## src/rtl/pin_io_pkg.sv

```systemverilog
package pin_io_pkg;

    localparam int PIN_COUNT = 32;
    localparam int ADDR_W    = 4;
    localparam int NUM_GRP   = 4;

    // Register groups: each occupies three consecutive word addresses
    // (raise, lower, status) starting at GRP * 3.
    localparam int GRP_OWN = 0;
    localparam int GRP_OE  = 1;
    localparam int GRP_OUT = 2;
    localparam int GRP_MSK = 3;

    typedef enum logic [ADDR_W-1:0] {
        RA_OWN_SET  = 4'd0,
        RA_OWN_CLR  = 4'd1,
        RA_OWN_STAT = 4'd2,
        RA_OE_SET   = 4'd3,
        RA_OE_CLR   = 4'd4,
        RA_OE_STAT  = 4'd5,
        RA_OUT_SET  = 4'd6,
        RA_OUT_CLR  = 4'd7,
        RA_OUT_STAT = 4'd8,
        RA_MSK_SET  = 4'd9,
        RA_MSK_CLR  = 4'd10,
        RA_MSK_STAT = 4'd11,
        RA_LEVEL    = 4'd12,
        RA_CHG      = 4'd13
    } reg_addr_e;

    typedef struct packed {
        logic raise;
        logic lower;
    } setclr_t;

    function automatic setclr_t decode_setclr(input logic wr,
                                              input logic [ADDR_W-1:0] addr,
                                              input int grp);
        setclr_t s;
        s.raise = wr && (addr == ADDR_W'(grp * 3));
        s.lower = wr && (addr == ADDR_W'(grp * 3 + 1));
        return s;
    endfunction

endpackage

```

## src/rtl/pin_io_setclr.sv

```systemverilog
module pin_io_setclr #(
    parameter int             W       = 32,
    parameter logic [W-1:0]   RST_VAL = '0
) (
    input  logic                     clk,
    input  logic                     rst,
    input  pin_io_pkg::setclr_t      cmd,
    input  logic [W-1:0]             wdata,
    output logic [W-1:0]             q
);
    always_ff @(posedge clk) begin
        if (rst) begin
            q <= RST_VAL;
        end else if (cmd.raise) begin
            q <= q | wdata;
        end else if (cmd.lower) begin
            q <= q & ~wdata;
        end
    end
endmodule

```

## src/rtl/pin_io_sync.sv

```systemverilog
module pin_io_sync #(
    parameter int W = 32
) (
    input  logic         clk,
    input  logic         rst,
    input  logic [W-1:0] pad_in,
    input  logic         rd_clear,
    output logic [W-1:0] level_q,
    output logic [W-1:0] prev_q,
    output logic [W-1:0] chg_q
);
    logic [W-1:0] meta_q;
    logic [W-1:0] edge_now;

    assign edge_now = level_q ^ prev_q;

    always_ff @(posedge clk) begin
        if (rst) begin
            meta_q  <= '0;
            level_q <= '0;
            prev_q  <= '0;
            chg_q   <= '0;
        end else begin
            meta_q  <= pad_in;
            level_q <= meta_q;
            prev_q  <= level_q;
            // new detections win over a same-edge read clear
            chg_q   <= (rd_clear ? '0 : chg_q) | edge_now;
        end
    end
endmodule

```

## src/rtl/pin_io_mux.sv

```systemverilog
module pin_io_mux #(
    parameter int W = 32
) (
    input  logic [W-1:0] own,
    input  logic [W-1:0] gp_out,
    input  logic [W-1:0] gp_oe,
    input  logic [W-1:0] periph_out,
    input  logic [W-1:0] periph_oe,
    output logic [W-1:0] pad_out,
    output logic [W-1:0] pad_oe
);
    for (genvar i = 0; i < W; i++) begin : g_pin
        assign pad_out[i] = own[i] ? gp_out[i] : periph_out[i];
        assign pad_oe[i]  = own[i] ? gp_oe[i]  : periph_oe[i];
    end
endmodule

```

## src/rtl/pin_io_ctrl.sv

```systemverilog
module pin_io_ctrl
    import pin_io_pkg::*;
#(
    parameter int NUM_PINS = PIN_COUNT
) (
    input  logic                clk,
    input  logic                rst,
    input  logic                bus_wr,
    input  logic                bus_rd,
    input  logic [ADDR_W-1:0]   bus_addr,
    input  logic [NUM_PINS-1:0] bus_wdata,
    output logic [NUM_PINS-1:0] bus_rdata,
    input  logic [NUM_PINS-1:0] pad_in,
    output logic [NUM_PINS-1:0] pad_out,
    output logic [NUM_PINS-1:0] pad_oe,
    input  logic [NUM_PINS-1:0] periph_out,
    input  logic [NUM_PINS-1:0] periph_oe,
    output logic [NUM_PINS-1:0] periph_in,
    output logic                irq
);
    localparam logic [NUM_PINS-1:0] ALL_ONES = {NUM_PINS{1'b1}};

    logic [NUM_PINS-1:0] grp_q [NUM_GRP];
    logic [NUM_PINS-1:0] own_q, oe_q, out_q, mask_q;
    logic [NUM_PINS-1:0] level_q, prev_q, chg_q;
    logic                rd_clear;

    for (genvar g = 0; g < NUM_GRP; g++) begin : g_grp
        setclr_t cmd;
        assign cmd = decode_setclr(bus_wr, bus_addr, g);
        pin_io_setclr #(
            .W       (NUM_PINS),
            .RST_VAL ((g == GRP_OWN) ? ALL_ONES : '0)
        ) u_vec (
            .clk   (clk),
            .rst   (rst),
            .cmd   (cmd),
            .wdata (bus_wdata),
            .q     (grp_q[g])
        );
    end

    assign own_q  = grp_q[GRP_OWN];
    assign oe_q   = grp_q[GRP_OE];
    assign out_q  = grp_q[GRP_OUT];
    assign mask_q = grp_q[GRP_MSK];

    assign rd_clear = bus_rd && (bus_addr == RA_CHG);

    pin_io_sync #(.W(NUM_PINS)) u_sync (
        .clk      (clk),
        .rst      (rst),
        .pad_in   (pad_in),
        .rd_clear (rd_clear),
        .level_q  (level_q),
        .prev_q   (prev_q),
        .chg_q    (chg_q)
    );

    pin_io_mux #(.W(NUM_PINS)) u_mux (
        .own        (own_q),
        .gp_out     (out_q),
        .gp_oe      (oe_q),
        .periph_out (periph_out),
        .periph_oe  (periph_oe),
        .pad_out    (pad_out),
        .pad_oe     (pad_oe)
    );

    assign periph_in = pad_in;
    assign irq       = |(chg_q & mask_q);

    always_comb begin
        bus_rdata = '0;
        if (bus_rd) begin
            case (bus_addr)
                RA_OWN_STAT: bus_rdata = own_q;
                RA_OE_STAT:  bus_rdata = oe_q;
                RA_OUT_STAT: bus_rdata = out_q;
                RA_MSK_STAT: bus_rdata = mask_q;
                RA_LEVEL:    bus_rdata = level_q;
                RA_CHG:      bus_rdata = chg_q;
                default:     bus_rdata = '0;
            endcase
        end
    end
endmodule

```

## config.mk

```make
export PLATFORM = sky130hd
export DESIGN_NAME = pin_io_ctrl
export DESIGN_NICKNAME = d
export VERILOG_FILES = /design/src/rtl/pin_io_pkg.sv /design/src/rtl/pin_io_setclr.sv /design/src/rtl/pin_io_sync.sv /design/src/rtl/pin_io_mux.sv /design/src/rtl/pin_io_ctrl.sv
export SDC_FILE = /design/constraint.sdc
export NUM_CORES = 1
export LEC_CHECK = 0
export BUFFER_PORTS_ARGS = -buffer_cell sky130_fd_sc_hd__buf_2
export CAP_MARGIN = 20
export CORE_MARGIN = 1.5
export CORE_UTILIZATION = 45
export CTS_CLUSTER_SIZE = 28
export DETAILED_ROUTE_END_ITERATION = 7
export PLACE_DENSITY_LB_ADDON = 0.05
export SYNTH_ARGS = -nofsm -noshare
export SYNTH_HDL_FRONTEND = slang
export SYNTH_SLANG_ARGS = --single-unit
```

## constraint.sdc

```tcl
create_clock -name clk -period 1.6 [get_ports clk]
set_clock_uncertainty 0.05 [all_clocks]
set_input_delay 0.08 -clock clk [delete_from_list [all_inputs] [get_ports clk]]
set_output_delay 0.08 -clock clk [all_outputs]
set_load 0.05 [all_outputs]
```

==> flow_metrics.py <==
metrics = {
    "yosys": {
        "ys_ff_latch": 256,
        "yosysMostFrequentCell": "dfxtp_1",
        "synth_cells": 1203,
        "ys.flop_type": "dfxtp_1",
        "synth_top_area_frac": 0.442,
        "mappedNetlistArea_um2": 11600,
        "synth-async-reset-ratio": 0,
        "syn_nets": 1339,
        "ys_types": 33,
        "ys_seq_area_frac": 0.442,
        "yosysTopAreaCell": "dfxtp_1",
        "synth-edff-count": 0,
        "synth_commonest_cells": "dfxtp_1, a21oi_1, nor2b_1",
        "yosysWarningCount": 0,
        "synth_area_leaders": "dfxtp_1, a21oi_1, mux2_2",
        "synth_area_per_cell_um2": 9.64,
    },
    "clocking": {
        "clk_pin_slew_ns": 0.06,
        "clk_latency_ns": 0.53,
        "clockBufferDepth": 3,
        "numCtsBuffers": 27,
        "htreeDepth": 1,
        "cts_tree": "built",
        "cts.sinks": 256,
        "cts_root_buffer": "clkbuf_16",
    },
    "global_routing": {
        "grt_max_degree": 68,
        "grt_usage": 0.278,
        "antenna_found_initial": 0,
        "grt_overflow": 0,
        "grt_pass1_vias": 10300,
        "grt_first_pass_wirelength_um": 58300,
    },
    "pwr": {
        "pwr-share-comb": 0.141,
        "p_seq_frac": 0.437,
        "power_frac_clock": 0.422,
        "cellPowerDensity_nw_per_um2": 927,
        "power.leakage_nw": 7.03,
        "ir_drop_mv": 0.634,
        "p_sw_w": 0.00398,
        "internal_power_w": 0.0114,
        "p_sw_frac": 0.259,
    },
    "worst_setup_path": {
        "critPathKind": "flip-flop to output port",
        "required_ns": 1.47,
        "cp_max_fo": 2,
        "rr_startpoint": "u_sync.level_q[23]$_SDFF_PP0_",
        "reg2reg_depth": 4,
        "worstSetupStartpointType": "flip-flop",
        "r2r_setup_slack_ns": 0.63,
        "arrival_ns": 2.01,
        "timing.rr.end": "u_sync.chg_q[23]$_SDFF_PP0_",
        "end_kind": "output port",
    },
    "timing": {
        "finalHoldViolCount": 0,
        "clock.fmax_ghz": 0.467,
        "maxSlewViolCount": 0,
        "period_minus_slack_ns": 2.14,
        "finalWorstSetupSlack_ns": -0.542,
        "timing.final.crit_share": 1.34,
        "worst_pin_slew_ns": 0.576,
        "max_slew_margin": 0.616,
        "setup_viol": 33,
        "grt_setup_unrepaired": "yes",
    },
    "placed_design": {
        "pre_cts_ws_ns": -0.255,
        "dpl-instance-area_um2": 14100,
        "place_congestion": 0.843,
        "hpwlAfterDp_um": 25400,
        "portBuffers": 264,
    },
    "run": {
        "maxCapViolations": 0,
    },
    "die": {
        "core.rowCount": 58,
        "dieArea_um2": 26700,
        "die_h_um": 164,
        "die_width_um": 164,
        "initial_core_util": 0.459,
        "coreArea_um2": 25300,
        "ioPinCount": 265,
    },
    "detailed_routing": {
        "drt_iter0_markers": 932,
        "via_per_inst": 5.63,
        "dr.pass1.iters": 8,
        "wirelength_um": 38300,
        "avgRoutedWirePerCell_um": 19.7,
        "antenna_left": 0,
        "remaining_drc_errors": 0,
        "routed-via-count": 10900,
    },
    "cells_and_area": {
        "design_area_um2": 16600,
        "syn_to_final_growth_pct": 43.2,
        "drive_gt1_frac": 0.449,
        "final_net_count": 1728,
        "antenna_cells": 0,
    },
    "hold_path": {
        "hp-start": "rst",
        "hold_end": "u_sync.level_q[29]$_SDFF_PP0_",
        "whs_path_depth": 2,
        "min_path_type": "input pin to flip-flop",
    },
    "status": {
        "status": "finished with violations",
        "violations": "setup timing",
    },
}
[placed cells by master (no fill, tap or decap), drive strengths merged]
| cell | instances |
|---|---|
| a21oi | 192 |
| a222oi | 32 |
| a22oi | 48 |
| a311oi | 32 |
| and3 | 32 |
| and3b | 1 |
| and4b | 3 |
| buf | 437 |
| bufinv | 4 |
| clkbuf | 38 |
| clkinv | 6 |
| clkinvlp | 1 |
| dfxtp | 256 |
| dlygate4sd3 | 65 |
| inv | 33 |
| mux2 | 96 |
| nand3 | 64 |
| nand3b | 1 |
| nand4 | 4 |
| nand4b | 1 |
| nand4bb | 1 |
| nor2b | 97 |
| nor3b | 1 |
| nor4b | 2 |
| nor4bb | 2 |
| o21ai | 32 |
| o21bai | 32 |
| o31ai | 64 |
| or4 | 1 |
| xnor2 | 33 |
[critical path, cell delays in order (launching register included)]
cell	delay (ns)
dfxtp_2	0.34
a22oi_2	0.26
nand4_1	0.12
or4_4	0.59
buf_8	0.17
[logic make-up (layout without fill, tap and decap cells)]
kind of cell,Yosys count,in the layout,share of synthesized area
and+or+nand+nor,210,210,0.114
xor gates and xnor gates,33,33,0.0249
DFF,256,256,0.442
muxes,96,96,0.0936
buffers and inverters,176,584,0.0837
AOI/OAI and AO/OA,432,432,0.242
[repair_timing]
| action | in CTS | in global routing |
|---|---|---|
| pin swaps | 71 | 4 |
| cloned | 0 | 0 |
| setup buffers | 48 | 0 |
| gates resized for setup | 208 | 79 |
| endpoints found under the setup margin | 97 | 73 |
| hold endpoints to repair | 164 | 0 |
| hold buffers | 65 | 0 |
[area by class of cell]
type	instances	area (um2)
clock buffers	37	753
flip-flops and latches	256	5270
repair buffers	503	3830
inverters	33	126
clock inverters	11	161
fillers	2079	8650
multi-input cells	771	6050
well taps	330	413
[per-stage QoR]
step                std cells  hold slack, ns   util  total power (W)  setup TNS [ns]
floorplan                1203           0.140      -          0.00801        -0.00345
global placement         1782           0.248  0.557          0.00874           -6.87
detailed placement       1782           0.255  0.557          0.00875           -6.99
CTS                      1941          0.0320  0.653           0.0155          -11.17
global route             1941          0.0638  0.658           0.0159          -13.11
finish                   1941          0.0344  0.658           0.0154          -10.68
[routing by layer]
| metal | GRT usage | share of wire |
|---|---|---|
| met1 | 0.378 | 0.44 |
| met2 | 0.465 | 0.48 |
| met3 | 0.0368 | 0.060 |
| met4 | 0.0731 | 0.020 |
| met5 | 0 | 0 |
[power groups by stage]
stage | Combinational, W | Clock, W | Sequential [W]
after detailed placement | 0.00188 | 0 | 0.00688
after global routing | 0.00231 | 0.00688 | 0.00674
final | 0.00218 | 0.00649 | 0.00673
after CTS | 0.00214 | 0.00659 | 0.00673
after floorplan | 0.00120 | 0 | 0.00681
after global placement | 0.00187 | 0 | 0.00688
[worst max path at each step]
stage / endpoint / slack, ns
after detailed placement: bus_rdata[3] / -0.26
after floorplan: bus_rdata[0] / -0.003
final: irq / -0.54
after CTS: irq / -0.53
after global placement: bus_rdata[4] / -0.25
after global routing: irq / -0.56
Note: power is estimated with default switching activity, not from simulation.
